### config.mk
export PLATFORM = sky130hd
export DESIGN_NAME = hp_slot_cmd_ctrl
export DESIGN_NICKNAME = d
export VERILOG_FILES = /design/src/rtl/hp_slot_pkg.sv /design/src/rtl/hp_cmd_detect.sv /design/src/rtl/hp_cc_status.sv /design/src/rtl/hp_slot_out_fsm.sv /design/src/rtl/hp_slot_cmd_ctrl.sv
export SDC_FILE = /design/constraint.sdc
export NUM_CORES = 1
export LEC_CHECK = 0
export BUFFER_PORTS_ARGS = -buffer_cell sky130_fd_sc_hd__buf_4
export CAP_MARGIN = 20
export CORE_ASPECT_RATIO = 0.75
export CORE_MARGIN = 2
export CORE_UTILIZATION = 45
export DETAILED_ROUTE_END_ITERATION = 10
export HOLD_SLACK_MARGIN = 0.03
export PLACE_DENSITY = 0.82
export SETUP_SLACK_MARGIN = 0.4
export SLEW_MARGIN = 20
export SYNTH_ARGS = -nofsm -noshare
export SYNTH_HDL_FRONTEND = slang
export SYNTH_SLANG_ARGS = --single-unit
### constraint.sdc
create_clock -name clk -period 3.6 [get_ports clk]
set_input_delay 0.72 -clock clk [delete_from_list [all_inputs] [get_ports clk]]
set_output_delay 0.72 -clock clk [all_outputs]
set_load 0.05 [all_outputs]
### src/rtl/hp_slot_pkg.sv
package hp_slot_pkg;

    localparam int CTRL_W      = 16;
    localparam int ADDR_W      = 2;
    localparam int FIELD_LO    = 6;
    localparam int FIELD_HI    = 11;
    localparam int FIELD_W     = FIELD_HI - FIELD_LO + 1;
    localparam int CC_BIT      = 4;
    localparam int CAP_HP_BIT  = 0;
    localparam int CAP_NCC_BIT = 1;

    typedef enum logic [ADDR_W-1:0] {
        REG_CTRL = 2'd0,
        REG_STAT = 2'd1,
        REG_CAP  = 2'd2
    } reg_addr_e;

    typedef enum logic [1:0] {
        ST_IDLE    = 2'd0,
        ST_ISSUE   = 2'd1,
        ST_RELEASE = 2'd2
    } out_state_e;

    typedef enum logic {
        MODE_COMPLIANT = 1'b0,
        MODE_ERRATUM   = 1'b1
    } cmd_mode_e;

endpackage

### src/rtl/hp_cmd_detect.sv
module hp_cmd_detect
    import hp_slot_pkg::*;
#(
    parameter cmd_mode_e CMD_MODE   = MODE_COMPLIANT,
    parameter bit        HP_CAPABLE = 1'b1
) (
    input  logic              wr_ctrl_i,
    input  logic [CTRL_W-1:0] old_i,
    input  logic [CTRL_W-1:0] new_i,
    output logic              cmd_o
);

    logic fields_differ;

    // Only the six slot control bits take part in the comparison.
    assign fields_differ = (old_i[FIELD_HI:FIELD_LO] != new_i[FIELD_HI:FIELD_LO]);

    generate
        if (!HP_CAPABLE) begin : g_no_hotplug
            logic unused_inputs;
            assign unused_inputs = wr_ctrl_i ^ fields_differ;
            assign cmd_o = 1'b0;
        end else if (CMD_MODE == MODE_ERRATUM) begin : g_change_only
            assign cmd_o = wr_ctrl_i && fields_differ;
        end else begin : g_every_write
            logic unused_diff;
            assign unused_diff = fields_differ;
            assign cmd_o = wr_ctrl_i;
        end
    endgenerate

endmodule

### src/rtl/hp_cc_status.sv
module hp_cc_status #(
    parameter bit NO_CC_SUPPORT = 1'b0
) (
    input  logic clk,
    input  logic rst_n,
    input  logic set_i,
    input  logic clr_i,
    output logic cc_o
);

    generate
        if (NO_CC_SUPPORT) begin : g_never
            logic unused_ctl;
            assign unused_ctl = set_i ^ clr_i ^ clk ^ rst_n;
            assign cc_o = 1'b0;
        end else begin : g_track
            logic cc_q;

            // A completion wins over a simultaneous software clear.
            always_ff @(posedge clk or negedge rst_n) begin
                if (!rst_n) begin
                    cc_q <= 1'b0;
                end else if (set_i) begin
                    cc_q <= 1'b1;
                end else if (clr_i) begin
                    cc_q <= 1'b0;
                end
            end

            assign cc_o = cc_q;

            AST_CC_RISE_CAUSE: assert property (@(posedge clk) disable iff (!rst_n)
                $rose(cc_q) |-> $past(set_i));
            AST_CLEAR_ALONE: assert property (@(posedge clk) disable iff (!rst_n)
                (clr_i && !set_i) |=> !cc_q);
            AST_SET_WINS: assert property (@(posedge clk) disable iff (!rst_n)
                set_i |=> cc_q);
        end
    endgenerate

endmodule

### src/rtl/hp_slot_out_fsm.sv
module hp_slot_out_fsm
    import hp_slot_pkg::*;
(
    input  logic               clk,
    input  logic               rst_n,
    input  logic               cmd_i,
    input  logic [FIELD_W-1:0] fields_i,
    input  logic               slot_ack_i,
    output logic               slot_req_o,
    output logic [FIELD_W-1:0] slot_data_o,
    output logic               done_o,
    output logic               busy_o
);

    out_state_e         state_q, state_d;
    logic               pend_q;
    logic [FIELD_W-1:0] data_q;
    logic               launch;

    assign launch = (state_q == ST_IDLE) && pend_q;

    // State register
    always_ff @(posedge clk or negedge rst_n) begin
        if (!rst_n) begin
            state_q <= ST_IDLE;
        end else begin
            state_q <= state_d;
        end
    end

    // Next-state logic
    always_comb begin
        state_d = state_q;
        unique case (state_q)
            ST_IDLE:    if (pend_q)      state_d = ST_ISSUE;
            ST_ISSUE:   if (slot_ack_i)  state_d = ST_RELEASE;
            ST_RELEASE: if (!slot_ack_i) state_d = ST_IDLE;
            default:                     state_d = ST_IDLE;
        endcase
    end

    // Pending command: a new command outranks the clear on launch.
    always_ff @(posedge clk or negedge rst_n) begin
        if (!rst_n) begin
            pend_q <= 1'b0;
        end else if (cmd_i) begin
            pend_q <= 1'b1;
        end else if (launch) begin
            pend_q <= 1'b0;
        end
    end

    // Snapshot of the control fields taken when a command is launched.
    always_ff @(posedge clk or negedge rst_n) begin
        if (!rst_n) begin
            data_q <= '0;
        end else if (launch) begin
            data_q <= fields_i;
        end
    end

    // Outputs
    always_comb begin
        slot_req_o  = (state_q == ST_ISSUE);
        slot_data_o = data_q;
        done_o      = (state_q == ST_RELEASE) && !slot_ack_i;
        busy_o      = pend_q || (state_q != ST_IDLE);
    end

    AST_REQ_HOLD: assert property (@(posedge clk) disable iff (!rst_n)
        (slot_req_o && !slot_ack_i) |=> slot_req_o);
    AST_DATA_STABLE: assert property (@(posedge clk) disable iff (!rst_n)
        slot_req_o |=> $stable(slot_data_o));
    AST_DONE_IDLE: assert property (@(posedge clk) disable iff (!rst_n)
        done_o |=> (state_q == ST_IDLE));

endmodule

### src/rtl/hp_slot_cmd_ctrl.sv
module hp_slot_cmd_ctrl
    import hp_slot_pkg::*;
#(
    parameter cmd_mode_e CMD_MODE      = MODE_COMPLIANT,
    parameter bit        HP_CAPABLE    = 1'b1,
    parameter bit        NO_CC_SUPPORT = 1'b0
) (
    input  logic               clk,
    input  logic               rst_n,
    input  logic               reg_wr,
    input  logic [ADDR_W-1:0]  reg_addr,
    input  logic [CTRL_W-1:0]  reg_wdata,
    output logic [CTRL_W-1:0]  reg_rdata,
    output logic               slot_req,
    output logic [FIELD_W-1:0] slot_data,
    input  logic               slot_ack,
    output logic               cmd_busy
);

    logic [CTRL_W-1:0] ctrl_q;
    logic              wr_ctrl;
    logic              clr_cc;
    logic              is_cmd;
    logic              done;
    logic              cc;

    assign wr_ctrl = reg_wr && (reg_addr == REG_CTRL);
    assign clr_cc  = reg_wr && (reg_addr == REG_STAT) && reg_wdata[CC_BIT];

    // Slot control register: every write is stored whatever the mode.
    always_ff @(posedge clk or negedge rst_n) begin
        if (!rst_n) begin
            ctrl_q <= '0;
        end else if (wr_ctrl) begin
            ctrl_q <= reg_wdata;
        end
    end

    hp_cmd_detect #(
        .CMD_MODE   (CMD_MODE),
        .HP_CAPABLE (HP_CAPABLE)
    ) detect_i (
        .wr_ctrl_i (wr_ctrl),
        .old_i     (ctrl_q),
        .new_i     (reg_wdata),
        .cmd_o     (is_cmd)
    );

    hp_slot_out_fsm out_i (
        .clk         (clk),
        .rst_n       (rst_n),
        .cmd_i       (is_cmd),
        .fields_i    (ctrl_q[FIELD_HI:FIELD_LO]),
        .slot_ack_i  (slot_ack),
        .slot_req_o  (slot_req),
        .slot_data_o (slot_data),
        .done_o      (done),
        .busy_o      (cmd_busy)
    );

    hp_cc_status #(
        .NO_CC_SUPPORT (NO_CC_SUPPORT)
    ) status_i (
        .clk   (clk),
        .rst_n (rst_n),
        .set_i (done),
        .clr_i (clr_cc),
        .cc_o  (cc)
    );

    // Read mux
    always_comb begin
        reg_rdata = '0;
        case (reg_addr)
            REG_CTRL: reg_rdata = ctrl_q;
            REG_STAT: reg_rdata[CC_BIT] = cc;
            REG_CAP: begin
                reg_rdata[CAP_HP_BIT]  = HP_CAPABLE;
                reg_rdata[CAP_NCC_BIT] = NO_CC_SUPPORT;
            end
            default: reg_rdata = '0;
        endcase
    end

    AST_BUSY_CAUSE: assert property (@(posedge clk) disable iff (!rst_n)
        $rose(cmd_busy) |-> $past(wr_ctrl));

    generate
        if (!HP_CAPABLE) begin : g_chk_nohp
            AST_NOHP_QUIET: assert property (@(posedge clk) disable iff (!rst_n)
                !cmd_busy && !slot_req);
        end else if (CMD_MODE == MODE_ERRATUM) begin : g_chk_err
            AST_ENABLES_ONLY: assert property (@(posedge clk) disable iff (!rst_n)
                (wr_ctrl && !cmd_busy &&
                 (ctrl_q[FIELD_HI:FIELD_LO] == reg_wdata[FIELD_HI:FIELD_LO]))
                |=> !cmd_busy);
        end else begin : g_chk_comp
            AST_EVERY_WRITE: assert property (@(posedge clk) disable iff (!rst_n)
                wr_ctrl |=> cmd_busy);
        end
    endgenerate

endmodule

==> summary.md <==
| Metric | Value |
|---|---|
| Status | `completed` |
| # rows | `15` |
| # Post-CTS Setup Buffers | `0` |
| Pwr dens | `715.7 nW/um^2` |
| Peak VDD IR | `0.0004856 V` |
| Min-delay worst type | `primary input to asynchronous set/reset pin` |
| Largest delay share family, worst path | `simple AND/OR/NAND/NOR gates` |
| Crit end category | `output port` |
| Core ar. | `2327 sq um` |
| Tcrit/Tclk final | `0.7009` |
| Die Y | `47.32 microns` |
| Iteration-0 DRC Markers | `18` |
| CP peak stage delay | `0.52 ns` |
| # hold bufs at CTS | `0` |
| CTS tree | `built` |
| Actual slew at the worst max-slew pin | `0.8513 ns` |
| Via count | `796` |
| DR vias/cell | `4.883` |
| Mapped Area | `1126 sq um` |
| Clk_skew | `0.004543 ns` |
| Yosys warns | `0` |
| RD Place Congestion | `0.7106` |
| # resized after CTS | `0` |
| Hold Vio Cnt, Final | `0` |
| First-pass GRT wire length | `3.615 mm` |
| Initial antenna violation count | `0` |
| Area Growth Syn to Fin | `35.67%` |
| Count of input and output buffers | `45` |
| Relative slew slack | `0.4318` |
| Io pins | `46` |
| Fin worst setup slack | `1.077 ns` |
| RSZ-0062 raised after global routing | `no` |
| Initial Util | `0.4839` |
| Worst-path clk slew | `0.14 ns` |
| Gate Count Post-Synth | `82` |
| CP Launch Type | `primary input` |
| Syn Area/Cell | `13.73 sq um` |
| Crit path DAT | `1.80 ns` |
| Sink Count | `26` |
| DR pass1 iterations | `4` |
| Post-synth top area cell | `dfrtp_1` |
| Die Area | `2922 sq um` |
| Yosys top cell area share | `0.5778` |
| Residual DRC | `0` |
| Total Neg Setup Slack | `0 ns` |
| Sequential-to-total area share from yosys stat | `0.5778` |
| Root buf cell | `clkbuf_4` |
| Number of synthesized register bits | `26` |
| Share of layout cells above drive strength 1 | `0.5659` |
| Global-route usage over all layers | `0.1779` |
| Fin crit period | `2.523 ns` |
| Buf/Inv on CP | `2` |
| Most used cell, CP | `buf_4` |
| Routed len/inst | `13.77 microns` |
| Crit path launch | `reg_addr[0]` |
| Largest net degree at the start of global routing | `27` |
| Netlist cell types | `18` |
| Critical Path RT | `2.88 ns` |
| Antenna Nets Post-Route | `0` |
| Pleak | `0.0007443 uW` |
| Max clock buf depth | `2` |
| Pre-CTS setup slack | `1.001 ns` |
| CP cell instances | `buf_4, nor2_1, and2_1, buf_4` |
| Synth top area cells | `dfrtp_1 58%, mux2_2 22%, and2_1 7.8%` |
| Maximum clock frequency | `396.3 MHz` |
| Critical Path Fanout Max | `14` |
| Max-cap violations | `0` |
| Setup Viol. Count Final | `0` |
| Crit Path Class | `primary input to output port` |
| Detailed Place HPWL | `1.674 mm` |
| Clk_lat worst skew | `0.32 ns` |
| Num CTS Buffers | `3` |
| Routed wire length | `2.244 mm` |
| Htree depth | `1` |
| Syn_nets | `104` |
| Final net count | `152` |
| Vias in the first global route | `793` |
| Worst r2r src | `out_i.state_q[1]$_DFFE_PN0P_` |
| Diodes inserted | `0` |
| GRT overflow | `0` |
| Die W | `61.76 microns` |
| Slowest cell on the critical path | `nor2_1` |
| Pins over their slew limit | `0` |
-- flip-flops by register name, summed over array words and instances, names as in the netlist --
register           flops
out_i.state_q          2
ctrl_q                16
out_i.slot_data_o      6
out_i.pend_q           1
status_i.cc_o          1
-- synth_stat cells --
master / number
dfrtp_1: 26
mux2_2: 22
and2_1: 14
nor2_1: 6
a21o_1: 1
a22o_1: 1
buf_6: 1
clkbuf_1: 1
inv_1: 1
mux2i_1: 1
nand2b_1: 1
nand4b_1: 1
nor2b_1: 1
nor3b_2: 1
nor3b_4: 1
o21ai_0: 1
or3_1: 1
xnor2_1: 1
-- metal layers --
| metal | up-vias | global-route usage | routed length, microns |
|---|---|---|---|
| met5 | - | 0 | 0 |
| met4 | 0 | 0.06383 | 22 |
| met3 | 4 | 0.06336 | 195 |
| met2 | 36 | 0.2989 | 1000 |
| met1 | 382 | 0.2143 | 1027 |
| li1 | 374 | - | - |
-- final cells by class --
class	instances	area (sq um)
sequential	26	650.6
inverter	1	3.754
clock buffer	4	36.28
multi-input combinational	53	456.7
timing repair buffer	45	337.8
tap	34	42.54
fill	214	799.5
-- worst paths after layout --
check,to,slack (ns),cells after the start
worst max-delay path,reg_rdata[5],1.08,4
worst min-delay path,ctrl_q[3]$_DFFE_PN0P_,0.27,1
worst max register to register,out_i.slot_data_o[2]$_DFFE_PN0P_,2.09,2
worst min register to register,ctrl_q[5]$_DFFE_PN0P_,0.52,1
max in group asynchronous,out_i.slot_data_o[2]$_DFFE_PN0P_,3.08,1
min in group clk,ctrl_q[5]$_DFFE_PN0P_,0.52,1
-- logic make-up after synthesis --
| logic type | count (synthesis) | synth area share |
|---|---|---|
| flip-flops | 26 | 0.5778 |
| AND/OR/NAND/NOR | 26 | 0.1500 |
| multiplexers | 23 | 0.2289 |
| AO/OA/AOI/OAI | 3 | 0.01889 |
| buffers and inverters | 3 | 0.01666 |
| XOR/XNOR | 1 | 0.007779 |
-- report_power, final --
| part | switching, uW | total, uW | internal [uW] |
|---|---|---|---|
| sequential | 59.2 | 438 | 378 |
| combinational | 315 | 508 | 192 |
| clock | 86.2 | 148 | 61.9 |
| total | 460 | 1090 | 633 |
-- cell usage in the layout (no fill, tap or decap), drive strengths merged, types with 2 or more instances in the layout --
master  Yosys  routed
buf         1      45
nor2        6       6
clkbuf      1       4
nor3b       2       2
and2       14      14
dfrtp      26      26
mux2       22      22
-- stage by stage --
| stage | instances | utilization | hold WS (ns) | power [uW] | instance area [sq um] |
|---|---|---|---|---|---|
| finish | 163 | 0.6565 | 0.2720 | 1093 | 1528 |
| CTS | 163 | 0.6565 | 0.2740 | 1106 | 1528 |
| floorplan | 82 | - | 0.4244 | 794.6 | 1126 |
| detailed placement | 159 | 0.6409 | 0.4882 | 957.0 | 1491 |
| global placement | 159 | 0.6409 | 0.4830 | 944.6 | 1491 |
| global route | 163 | 0.6565 | 0.2626 | 1157 | 1528 |
No activity file was read; power rests on OpenSTA's default activity.
